--- config.mk ---
export PLATFORM = sky130hd
export DESIGN_NAME = avs_prune
export DESIGN_NICKNAME = d
export VERILOG_FILES = /design/src/rtl/avs_pkg.sv /design/src/rtl/avs_ctrl.sv /design/src/rtl/avs_datapath.sv /design/src/rtl/avs_prune.sv
export SDC_FILE = /design/constraint.sdc
export NUM_CORES = 1
export LEC_CHECK = 0
export ABC_AREA = 1
export BUFFER_PORTS_ARGS = -buffer_cell sky130_fd_sc_hd__buf_2
export CAP_MARGIN = 15
export CORE_UTILIZATION = 40
export CTS_CLUSTER_DIAMETER = 60
export DETAILED_ROUTE_END_ITERATION = 12
export SKIP_LAST_GASP = 1
export SYNTH_ARGS = -nofsm -noshare
export SYNTH_HDL_FRONTEND = slang
export SYNTH_HIERARCHICAL = 1
export SYNTH_SLANG_ARGS = --single-unit
export TNS_END_PERCENT = 20
--- constraint.sdc ---
create_clock -name clk -period 5.4 [get_ports clk]
set_clock_uncertainty 0.05 [all_clocks]
set_input_delay 0.27 -clock clk [delete_from_list [all_inputs] [get_ports clk]]
set_output_delay 0.27 -clock clk [all_outputs]
set_load 0.01 [all_outputs]
--- src/rtl/avs_pkg.sv ---
package avs_pkg;
  typedef enum logic [2:0] {
    ST_IDLE = 3'd0,
    ST_LOAD = 3'd1,
    ST_SCAN = 3'd2,
    ST_EVAL = 3'd3
  } avsState_t;

  typedef struct packed {
    logic cfgLoad;
    logic slotWrite;
    logic passClr;
    logic cmpEn;
    logic thrCut;
    logic finish;
  } avsStrb_t;
endpackage

--- src/rtl/avs_ctrl.sv ---
module avs_ctrl
  import avs_pkg::*;
#(
  parameter int NCAND = 16,
  localparam int IDXW = (NCAND > 1) ? $clog2(NCAND) : 1
)(
  input  logic            clk,
  input  logic            rstN,
  input  logic            stepStart,
  input  logic            candValid,
  input  logic            candLast,
  input  logic            overLimit,
  input  logic            thrZero,
  output avsStrb_t        strb,
  output logic [IDXW-1:0] scanIdx
);
  localparam logic [IDXW-1:0] LAST_IDX = IDXW'(NCAND - 1);

  avsState_t state, stateNxt;
  logic [IDXW-1:0] scanNxt;

  always_comb begin
    stateNxt = state;
    scanNxt  = scanIdx;
    strb     = '0;
    unique case (state)
      ST_IDLE: begin
        if (stepStart) begin
          strb.cfgLoad = 1'b1;
          stateNxt     = ST_LOAD;
        end
      end
      ST_LOAD: begin
        strb.slotWrite = 1'b1;
        if (candValid && candLast) begin
          strb.passClr = 1'b1;
          scanNxt      = '0;
          stateNxt     = ST_SCAN;
        end
      end
      ST_SCAN: begin
        strb.cmpEn = 1'b1;
        if (scanIdx == LAST_IDX) begin
          stateNxt = ST_EVAL;
        end else begin
          scanNxt = scanIdx + 1'b1;
        end
      end
      ST_EVAL: begin
        if (overLimit && !thrZero) begin
          strb.thrCut  = 1'b1;
          strb.passClr = 1'b1;
          scanNxt      = '0;
          stateNxt     = ST_SCAN;
        end else begin
          strb.finish = 1'b1;
          stateNxt    = ST_IDLE;
        end
      end
      default: stateNxt = ST_IDLE;
    endcase
  end

  always_ff @(posedge clk) begin
    if (!rstN) begin
      state   <= ST_IDLE;
      scanIdx <= '0;
    end else begin
      state   <= stateNxt;
      scanIdx <= scanNxt;
    end
  end

  AST_CUT_RESCANS: assert property (@(posedge clk) disable iff (!rstN)
    strb.thrCut |=> (state == ST_SCAN && scanIdx == '0)) else $error("cut without rescan");
  AST_START_IGNORED_BUSY: assert property (@(posedge clk) disable iff (!rstN)
    (state == ST_SCAN && stepStart) |=> (state == ST_SCAN || state == ST_EVAL)) else $error("start disturbed scan");
endmodule

--- src/rtl/avs_datapath.sv ---
module avs_datapath
  import avs_pkg::*;
#(
  parameter int NCAND = 16,
  parameter int MW    = 8,
  parameter int TW    = 6,
  localparam int IDXW = (NCAND > 1) ? $clog2(NCAND) : 1,
  localparam int CW   = $clog2(NCAND + 1),
  localparam int SW   = MW + 1,
  localparam int LW   = MW + 2
)(
  input  logic             clk,
  input  logic             rstN,
  input  avsStrb_t         strb,
  input  logic [IDXW-1:0]  scanIdx,
  input  logic [SW-1:0]    refCost,
  input  logic [TW-1:0]    thrStart,
  input  logic [CW-1:0]    survLimit,
  input  logic             candValid,
  input  logic [IDXW-1:0]  candSlot,
  input  logic [MW-1:0]    candParent,
  input  logic [MW-1:0]    candBranch,
  output logic             overLimit,
  output logic             thrZero,
  output logic             doneValid,
  output logic [NCAND-1:0] keepMask,
  output logic [CW-1:0]    keepCount,
  output logic [SW-1:0]    newRefCost,
  output logic [TW-1:0]    thrUsed
);
  localparam logic [SW-1:0] MAX_COST = '1;

  logic [SW-1:0]    slotMetric [NCAND];
  logic [NCAND-1:0] slotValid;
  logic [SW-1:0]    refR;
  logic [TW-1:0]    thrR, thrStartR;
  logic [CW-1:0]    limitR;
  logic [NCAND-1:0] keepR;
  logic [CW-1:0]    countR;
  logic [SW-1:0]    minR;

  logic [SW-1:0] candSum;
  logic [SW-1:0] curMetric;
  logic [LW-1:0] bound;
  logic          keptNow;

  assign candSum   = {1'b0, candParent} + {1'b0, candBranch};
  assign curMetric = slotMetric[scanIdx];
  assign bound     = {1'b0, refR} + LW'(thrR);
  assign keptNow   = slotValid[scanIdx] &&
                     ((thrR == '0) ? (curMetric <= refR) : ({1'b0, curMetric} < bound));
  assign overLimit = countR > limitR;
  assign thrZero   = thrR == '0;

  // settings captured at start
  always_ff @(posedge clk) begin
    if (!rstN) begin
      refR      <= '0;
      thrStartR <= '0;
      limitR    <= '0;
    end else if (strb.cfgLoad) begin
      refR      <= refCost;
      thrStartR <= thrStart;
      limitR    <= survLimit;
    end
  end

  // working threshold
  always_ff @(posedge clk) begin
    if (!rstN) begin
      thrR <= '0;
    end else if (strb.cfgLoad) begin
      thrR <= thrStart;
    end else if (strb.thrCut) begin
      thrR <= (thrR >= TW'(2)) ? thrR - TW'(2) : '0;
    end
  end

  // candidate buffer and per-slot keep flags
  for (genvar g = 0; g < NCAND; g++) begin : gSlot
    always_ff @(posedge clk) begin
      if (!rstN) begin
        slotValid[g]  <= 1'b0;
        slotMetric[g] <= '0;
      end else if (strb.cfgLoad) begin
        slotValid[g] <= 1'b0;
      end else if (strb.slotWrite && candValid && candSlot == IDXW'(g)) begin
        slotValid[g]  <= 1'b1;
        slotMetric[g] <= candSum;
      end
    end

    always_ff @(posedge clk) begin
      if (!rstN) begin
        keepR[g] <= 1'b0;
      end else if (strb.passClr) begin
        keepR[g] <= 1'b0;
      end else if (strb.cmpEn && scanIdx == IDXW'(g)) begin
        keepR[g] <= keptNow;
      end
    end
  end

  // survivor count and lowest kept metric
  always_ff @(posedge clk) begin
    if (!rstN) begin
      countR <= '0;
      minR   <= MAX_COST;
    end else if (strb.passClr) begin
      countR <= '0;
      minR   <= MAX_COST;
    end else if (strb.cmpEn && keptNow) begin
      countR <= countR + 1'b1;
      if (curMetric < minR) minR <= curMetric;
    end
  end

  // result registers
  always_ff @(posedge clk) begin
    if (!rstN) begin
      doneValid  <= 1'b0;
      keepMask   <= '0;
      keepCount  <= '0;
      newRefCost <= MAX_COST;
      thrUsed    <= '0;
    end else begin
      doneValid <= strb.finish;
      if (strb.finish) begin
        keepMask   <= keepR;
        keepCount  <= countR;
        newRefCost <= minR;
        thrUsed    <= thrR;
      end
    end
  end

  AST_NO_EXCESS_SURVIVORS: assert property (@(posedge clk) disable iff (!rstN)
    doneValid |-> (keepCount <= limitR || thrUsed == '0)) else $error("limit exceeded");
  AST_COUNT_IS_POPCOUNT: assert property (@(posedge clk) disable iff (!rstN)
    doneValid |-> ($countones(keepMask) == int'(keepCount))) else $error("count mismatch");
  AST_DONE_SINGLE: assert property (@(posedge clk) disable iff (!rstN)
    doneValid |=> !doneValid) else $error("done longer than one cycle");
  AST_THR_NOT_ABOVE_START: assert property (@(posedge clk) disable iff (!rstN)
    doneValid |-> (thrUsed <= thrStartR)) else $error("threshold grew");
  AST_EMPTY_MIN: assert property (@(posedge clk) disable iff (!rstN)
    (doneValid && keepCount == '0) |-> (newRefCost == MAX_COST)) else $error("min with no survivor");
  AST_UNLOADED_DROPPED: assert property (@(posedge clk) disable iff (!rstN)
    (strb.cmpEn && !slotValid[scanIdx]) |=> !keepR[$past(scanIdx)]) else $error("empty slot kept");
endmodule

--- src/rtl/avs_prune.sv ---
module avs_prune
  import avs_pkg::*;
#(
  parameter int NCAND = 16,
  parameter int MW    = 8,
  parameter int TW    = 6,
  localparam int IDXW = (NCAND > 1) ? $clog2(NCAND) : 1,
  localparam int CW   = $clog2(NCAND + 1)
)(
  input  logic             clk,
  input  logic             rstN,
  input  logic             stepStart,
  input  logic [MW:0]      refCost,
  input  logic [TW-1:0]    thrStart,
  input  logic [CW-1:0]    survLimit,
  input  logic             candValid,
  input  logic [IDXW-1:0]  candSlot,
  input  logic [MW-1:0]    candParent,
  input  logic [MW-1:0]    candBranch,
  input  logic             candLast,
  output logic             doneValid,
  output logic [NCAND-1:0] keepMask,
  output logic [CW-1:0]    keepCount,
  output logic [MW:0]      newRefCost,
  output logic [TW-1:0]    thrUsed
);
  avsStrb_t        strb;
  logic [IDXW-1:0] scanIdx;
  logic            overLimit;
  logic            thrZero;

  avs_ctrl #(.NCAND(NCAND)) uCtrl (
    .clk       (clk),
    .rstN      (rstN),
    .stepStart (stepStart),
    .candValid (candValid),
    .candLast  (candLast),
    .overLimit (overLimit),
    .thrZero   (thrZero),
    .strb      (strb),
    .scanIdx   (scanIdx)
  );

  avs_datapath #(.NCAND(NCAND), .MW(MW), .TW(TW)) uDp (
    .clk        (clk),
    .rstN       (rstN),
    .strb       (strb),
    .scanIdx    (scanIdx),
    .refCost    (refCost),
    .thrStart   (thrStart),
    .survLimit  (survLimit),
    .candValid  (candValid),
    .candSlot   (candSlot),
    .candParent (candParent),
    .candBranch (candBranch),
    .overLimit  (overLimit),
    .thrZero    (thrZero),
    .doneValid  (doneValid),
    .keepMask   (keepMask),
    .keepCount  (keepCount),
    .newRefCost (newRefCost),
    .thrUsed    (thrUsed)
  );
endmodule

# After elaboration in Yosys (flattened, before gate mapping)
# Memories as Yosys holds them, arrays and structs flattened. A register that Yosys moved wholly into a read port is not among the register bits.
# Cells that the tools add are included.
[totals]
output_inout_bits = 37
word_cells = 267
reg_bits = 110
n_memories = 1
ram_bits = 144
input_bits = 45
[memory_table]
columns = ["memory", "words", "word_bits", "rd", "rd_clocked_by_memory_dff", "write_ports", "line", "source"]
rows = [
  ["uDp.slotMetric", 16, 9, 1, 1, 16, "avs_datapath.sv:33", "logic [SW-1:0] slotMetric [NCAND];"],
]
[op_classes]
n_addsub = 5
n_reduce_logical = 49
magnitude_cmp = 6
n_eq_ne = 38
muxes = 107
n_bitwise = 17
[ops]
columns = ["op", "n"]
rows = [
  ["$mux W9", 16],
  ["$mux W1", 74],
  ["$eq A4 B4 Y1 const B", 16],
  ["$logic_and A1 B1 Y1", 37],
  ["$eq A4 B3 Y1 const B", 8],
  ["$mux W4", 5],
  ["$mux W6", 3],
  ["$eq A4 B2 Y1 const B", 4],
  ["$or A1 B1 Y1", 16],
  ["$pmux W3 S4", 1],
  ["$pmux W4 S3", 1],
  ["$add A9 B6 Y10", 1],
  ["$lt A9 B10 Y1", 1],
  ["$add A8 B8 Y9", 1],
  ["$le A9 B9 Y1", 1],
  ["$lt A9 B9 Y1", 1],
  ["$mux W3", 3],
  ["$eq A4 B1 Y1 const B", 2],
  ["$logic_not A4 Y1", 2],
  ["$eq A3 B2 Y1 const B", 2],
  ["$ge A6 B2 Y1 const B", 1],
  ["$logic_not A6 Y1", 1],
  ["$ne A2 B1 Y1 const B", 3],
  ["$sub A6 B2 Y6 const B", 1],
  ["other kinds (18)", 21],
]

# Longest topological paths before layout
[depth]
ltp_word = 9
depth_mapped = 20
depth_no_buf = 20

# Cells and area by module
# Netlist, hierarchy kept.
[modules_own_cells]
columns = ["mod", "instances", "seq_area_each_um2", "area_each_um2", "cells_each"]
rows = [
  ["avs_datapath", 1, 6386.1, 11427.2, 1214],
  ["avs_ctrl", 1, 120.1, 396.6, 63],
]

# Worst setup path after synthesis
# OpenSTA, ideal clock, no wires.
[synth_timing]
path_type = "register to register"
from = "register uDp.refR[0]"
to = "register uDp.minR[0]"
arrival_ps = 3036
path_slack_ps = 2181
stages_incl_launch_ff = 19
t_required_ps = 5217
n_path_buf = 0
period_less_slack_ps = 3219
setup_time_ps = 133
cell_sequence = "dfxtp_1 > ha_1 > inv_1 > fa_1 > o21ai_0 > a21oi_1 > o21bai_1 > nand2_1 > o21ai_0 > o21ai_0 > ha_1 > nand3_1 > inv_1 > a221oi_1 > nand2_2 > nand2_1 > nand4_2 > nand2_1 > nand3_1"
[synth_between]
elab_chain_cells = 6
elab_cells_between_ends = 7
cone_classes = "add/sub: 1; order compare: 2; mux: 1; reduce/logical: 3"
[synth_rtl]
columns = ["element", "line", "source"]
rows = [
  ["start, declared", "avs_datapath.sv:35", "logic [SW-1:0] refR;"],
  ["start signal, assigned", "avs_datapath.sv:62", "refR <= refCost;"],
  ["$add A9 B6 Y10", "avs_datapath.sv:49", "assign bound = {1'b0, refR} + LW'(thrR);"],
  ["$lt A9 B10 Y1", "avs_datapath.sv:51", "((thrR == '0) ? (curMetric <= refR) : ({1'b0, curMetric} < bound));"],
  ["$mux W1 *", "avs_datapath.sv:51", ""],
  ["$logic_and A1 B1 Y1 *", "avs_datapath.sv:50", "assign keptNow = slotValid[scanIdx] &&"],
  ["$logic_and A1 B1 Y1 *", "avs_datapath.sv:112", "end else if (strb.cmpEn && keptNow) begin"],
  ["$reduce_and A2 Y1 (no line) *", "--", ""],
  ["end signal, assigned", "avs_datapath.sv:114", "if (curMetric < minR) minR <= curMetric;"],
  ["end, declared", "avs_datapath.sv:40", "logic [SW-1:0] minR;"],
]
# Every way passes the cells marked *; elsewhere a longest branch is shown, timed or not.
# A chain may end at the register's enable or synchronous reset.

# Worst setup path after layout
[layout_timing]
from = "register uCtrl.scanIdx[1]"
to = "register uDp.minR[5]"
[layout_between]
elab_chain_cells = 5
[layout_rtl]
columns = ["element", "line", "source"]
rows = [
  ["start, declared", "avs_ctrl.sv:15", "output logic [IDXW-1:0] scanIdx"],
  ["start signal, assigned", "avs_ctrl.sv:70", "scanIdx <= scanNxt;"],
  ["$bmux W1 S4", "avs_datapath.sv:50", ""],
  ["$mux W1 (implied by the code)", "avs_datapath.sv:50", ""],
  ["$logic_and A1 B1 Y1", "avs_datapath.sv:50", ""],
  ["$logic_and A1 B1 Y1", "avs_datapath.sv:112", ""],
  ["$reduce_and A2 Y1 (no line)", "--", ""],
]
# Every way passes these cells. The select of a mux whose other input is x is not followed.

==> summary.md <==
| Metric | Value |
|---|---|
| Vias/cell | `5.270` |
| Tightest hold margin | `between 0.015 and 0.02 ns` |
| Top Family by Delay on Critical Path | `simple AND/OR/NAND/NOR gates` |
| Std-Cell Core Area | `roughly 0.029 mm^2` |
| Top-Level Pins | `82` |
| Initial core utilization | `0.4097` |
| DRC errors left | `0` |
| Number of buffers on the longest clock path | `3` |
| Yosys warning count | `6` |
| Skew-Pair Late Insertion Delay | `0.55 ns` |
| Syn-to-layout area delta | `15.57%` |
| Wire length per cell after detailed routing | `17.79 um` |
| Sink Count | `between 200 and 300` |
| Leakage Power | `roughly 5.7 nW` |
| Worst voltage drop across the vdd grid | `0.2840 mV` |
| Maximum level of the CTS H-tree | `1` |
| Clock transition at the registers of the reported paths | `approximately 0.06 ns` |
| Total vias in the final route | `~9300` |
| Net count of the finished layout | `between 1000 and 1500` |
| Number of flops mapped to enable cells by yosys | `between 100 and 150` |
| Final-report max-slew violation count | `0` |
| Slew at the pin closest to its max-slew limit | `about 1.0 ns` |
| Number of nets in the synthesized netlist | `about 1400` |
| Instance count along the most critical hold path | `3` |
| Share of post-route cells with drive strength above 1 | `0.1327` |
| Hold path startpoint | `refCost[5]` |
| Last weighted congestion value of the routability-driven placer | `approximately 0.83` |
| Largest net degree at the start of global routing | `73` |
| Startpoint class of the critical path | `register` |
| Launching point of the worst reg2reg path | `uCtrl/scanIdx[1]` |
| Flip-flop cell with the highest count after synthesis | `edfxtp_1` |
| Max-capacitance violation count | `0` |
| Share of synthesized flip-flops with an asynchronous set or reset | `0` |
| Outcome | `finished clean` |
| Count of nets left with antenna violations after detail routing | `0` |
| TritonCTS clock tree | `built` |
| Total length of routed wires | `between 30000 and 40000 um` |
| Total power | `between 5 and 6 mW` |
| Stages on the worst setup path | `15` |
| Number of antenna diodes | `0` |
| Chain of cells forming the critical path | `nor2_4 -> a22oi_1 -> a21oi_1 -> or3_1 -> ha_1 -> a21oi_1 -> o21ai_0 -> a21oi_1 -> o21ai_0 -> nand2_1 -> inv_1 -> nor2_1 -> nand4_2 -> nand2_1 -> nand3_1` |
| Period Utilization, post-route | `0.7859` |
| Die height | `173.9 um` |
| Estimated wirelength of the detail-placed design | `21520 um` |
| Launching instance or port of the critical path | `uCtrl/scanIdx[1]` |
| Class of the tightest hold or removal check | `input pin to register` |
| Clock buffer count from CTS | `29` |
| Pwr/cell area | `between 300 and 400 mW/mm^2` |
| Overall overflow remaining after global route | `0` |
| Iteration-0 DRC count of the detailed router | `between 900 and 1000` |
| Fin. Hold Viols | `0` |
| Register bit count reported by yosys | `roughly 250` |
| Final design area excluding fillers | `0.01366 mm^2` |
| Endpoint type of the worst setup path | `register` |
| Syn Std Cell Area | `about 0.012 mm^2` |
| Clock tree root driver cell | `clkbuf_16` |
| Crit path kind | `register to register` |
| Critical Path AT | `4.60 ns` |
| Total GRT Usage | `0.2057` |
| Min Tclk post-route | `4.244 ns` |
| Required time of the worst setup path | `approximately 5.8 ns` |
| Area enclosed by the die boundary | `approximately 0.030 mm^2` |
| R2R cell count | `15` |
| Placed Area | `between 0.01 and 0.015 mm^2` |
| Number of antenna violations at the first check in global routing | `0` |
| Area leader, netlist | `edfxtp_1` |
| Final setup violating endpoints | `0` |
| Die Width | `roughly 170 um` |
| Headroom to the max-slew limit | `0.3091` |
| Timing-limited maximum frequency | `235.6 MHz` |
| Gate count after technology mapping | `approximately 1300` |
| Share of Yosys cell area claimed by the top area cell type | `0.3657` |
| Fraction of the yosys area taken by sequential cells | `0.5503` |
| Combined buffer and inverter count along the critical path | `1` |
| Worst-path cell with the longest stage delay | `nor2_4` |
| Top cells by area, synth | `edfxtp_1, dfxtp_1, nor2_1` |
| Buffers inserted during post-CTS setup optimization | `0` |
| Count of distinct cell types in the synthesized netlist | `48` |
| Number of I/O port buffers | `81` |
| Number of rows created at floorplan | `62` |
| Setup TNS | `0 ns` |
| Cell repeated most along the worst path | `a21oi_1` |
| Critical path fanouts, max | `37` |
| Wire length of the first global-routing pass | `roughly 50000 um` |
| Unrepaired setup endpoints after global routing | `no` |
| Slowest Stage Delay on Critical Path | `0.84 ns` |
| Vias in the first global route | `roughly 9000` |
| Average size of a mapped cell | `just over 9 um^2` |
| Pre-Repair DR Iteration Count | `5` |
## layout by cell type, fill, tap and decap left out, drive strengths merged, types with 30 or more instances in the layout
master  synthesis  final
a21oi         100    100
nand2         202    202
nand3          30     30
edfxtp        144    144
ha             47     47
buf            24     94
nor2          257    257
clkbuf         31     40
dfxtp         109    109
inv            93     96
a22oi          68     68
o21ai          79     79
## final timing paths
check	slack, ns	to
worst max register to register	1.16	uDp/minR[5]
worst min-delay path	0.02	uDp/refR[5]
worst max-delay path	1.16	uDp/minR[5]
worst min register to register	0.40	uDp/slotValid[13]
## Yosys cell counts, types with 3 or more instances
master and instances:
a31oi_1 4, a21o_1 3, clkbuf_1 31, or3_1 8
nand2_2 6, xor2_1 9, nor2_2 3, buf_1 5
o211ai_1 12, nand3_1 30, buf_2 10, nor2_1 250
o221ai_1 4, nor2_4 4, a21oi_2 13, a22oi_1 68
nand4_1 13, a21oi_1 85, dfxtp_1 109, inv_1 87
buf_6 5, nor3_1 7, o21ai_0 78, inv_2 6
buf_4 4, or2_0 8, xnor2_1 6, nand2_1 195
edfxtp_1 144, ha_1 47
## cell families (layout without fill, tap and decap cells)
| logic type | count (synthesis) | after routing | share of synthesized area |
|---|---|---|---|
| AND/OR/NAND/NOR | 530 | 530 | 0.1850 |
| buffers and inverters | 149 | 259 | 0.05280 |
| adder cells (fa/ha/maj) | 49 | 49 | 0.05312 |
| XOR/XNOR | 16 | 16 | 0.01249 |
| flip-flops | 253 | 253 | 0.5503 |
| AO/OA/AOI/OAI | 280 | 280 | 0.1463 |
## per-stage QoR
stage | setup WS [ns] | utilization | std cells
3_3_place_gp | 1.285 | 0.4346 | 1700
3_5_place_dp | 1.242 | 0.4346 | 1700
2_1_floorplan | 2.181 | - | 1277
5_1_grt | 0.8952 | 0.4735 | 1771
4_1_cts | 1.216 | 0.4735 | 1771
6_report | 1.156 | 0.4735 | 1771
## flip-flops by register name, indices dropped and copies added, names as in the netlist
name / count
uDp/slotValid: 16
uCtrl/state: 2
uDp/thrR: 6
uDp/countR: 5
uDp/keepMask: 16
uDp/keepR: 16
uDp/keepCount: 5
uDp/newRefCost: 9
uDp/thrUsed: 6
uDp/limitR: 5
uCtrl/scanIdx: 4
uDp/doneValid: 1
uDp/slotMetric: 144
uDp/minR: 9
uDp/refR: 9
## power breakdown
part	internal (mW)	total [mW]	switching (mW)
Clock	1.14	1.93	0.792
Combinational	0.299	0.960	0.661
Sequential	2.12	2.17	0.0516
Total	3.55	5.06	1.51
## tightest hold or removal path, cell delays in order
cell and delay, ns:
buf_2 0.07, o21ai_0 0.09, a21oi_1 0.13
## metal layers
layer / track usage / wire [um] / vias to the layer above
met5: 0 / 0 / -
met4: 0.06213 / 753 / 0
met3: 0.02822 / 1777 / 48
met2: 0.3373 / 14540 / 324
met1: 0.2822 / 14440 / 4405
li1: - / - / 4557
## timing repair
| item | in CTS | in global routing |
|---|---|---|
| endpoints found under the hold margin | 17 | 0 |
| hold buffers | 17 | 0 |
| gates resized for setup | 0 | 0 |
## final cells by class
type	instances	area [um^2]
multi-input cells	875	4698
inverters	94	352.8
well taps	384	480.5
clock inverters	14	115.1
fillers	2795	15190
flip-flops and latches	253	6506
clock buffers	40	838.3
repair buffers	111	673.1
Power figures use the tool's default switching activity.
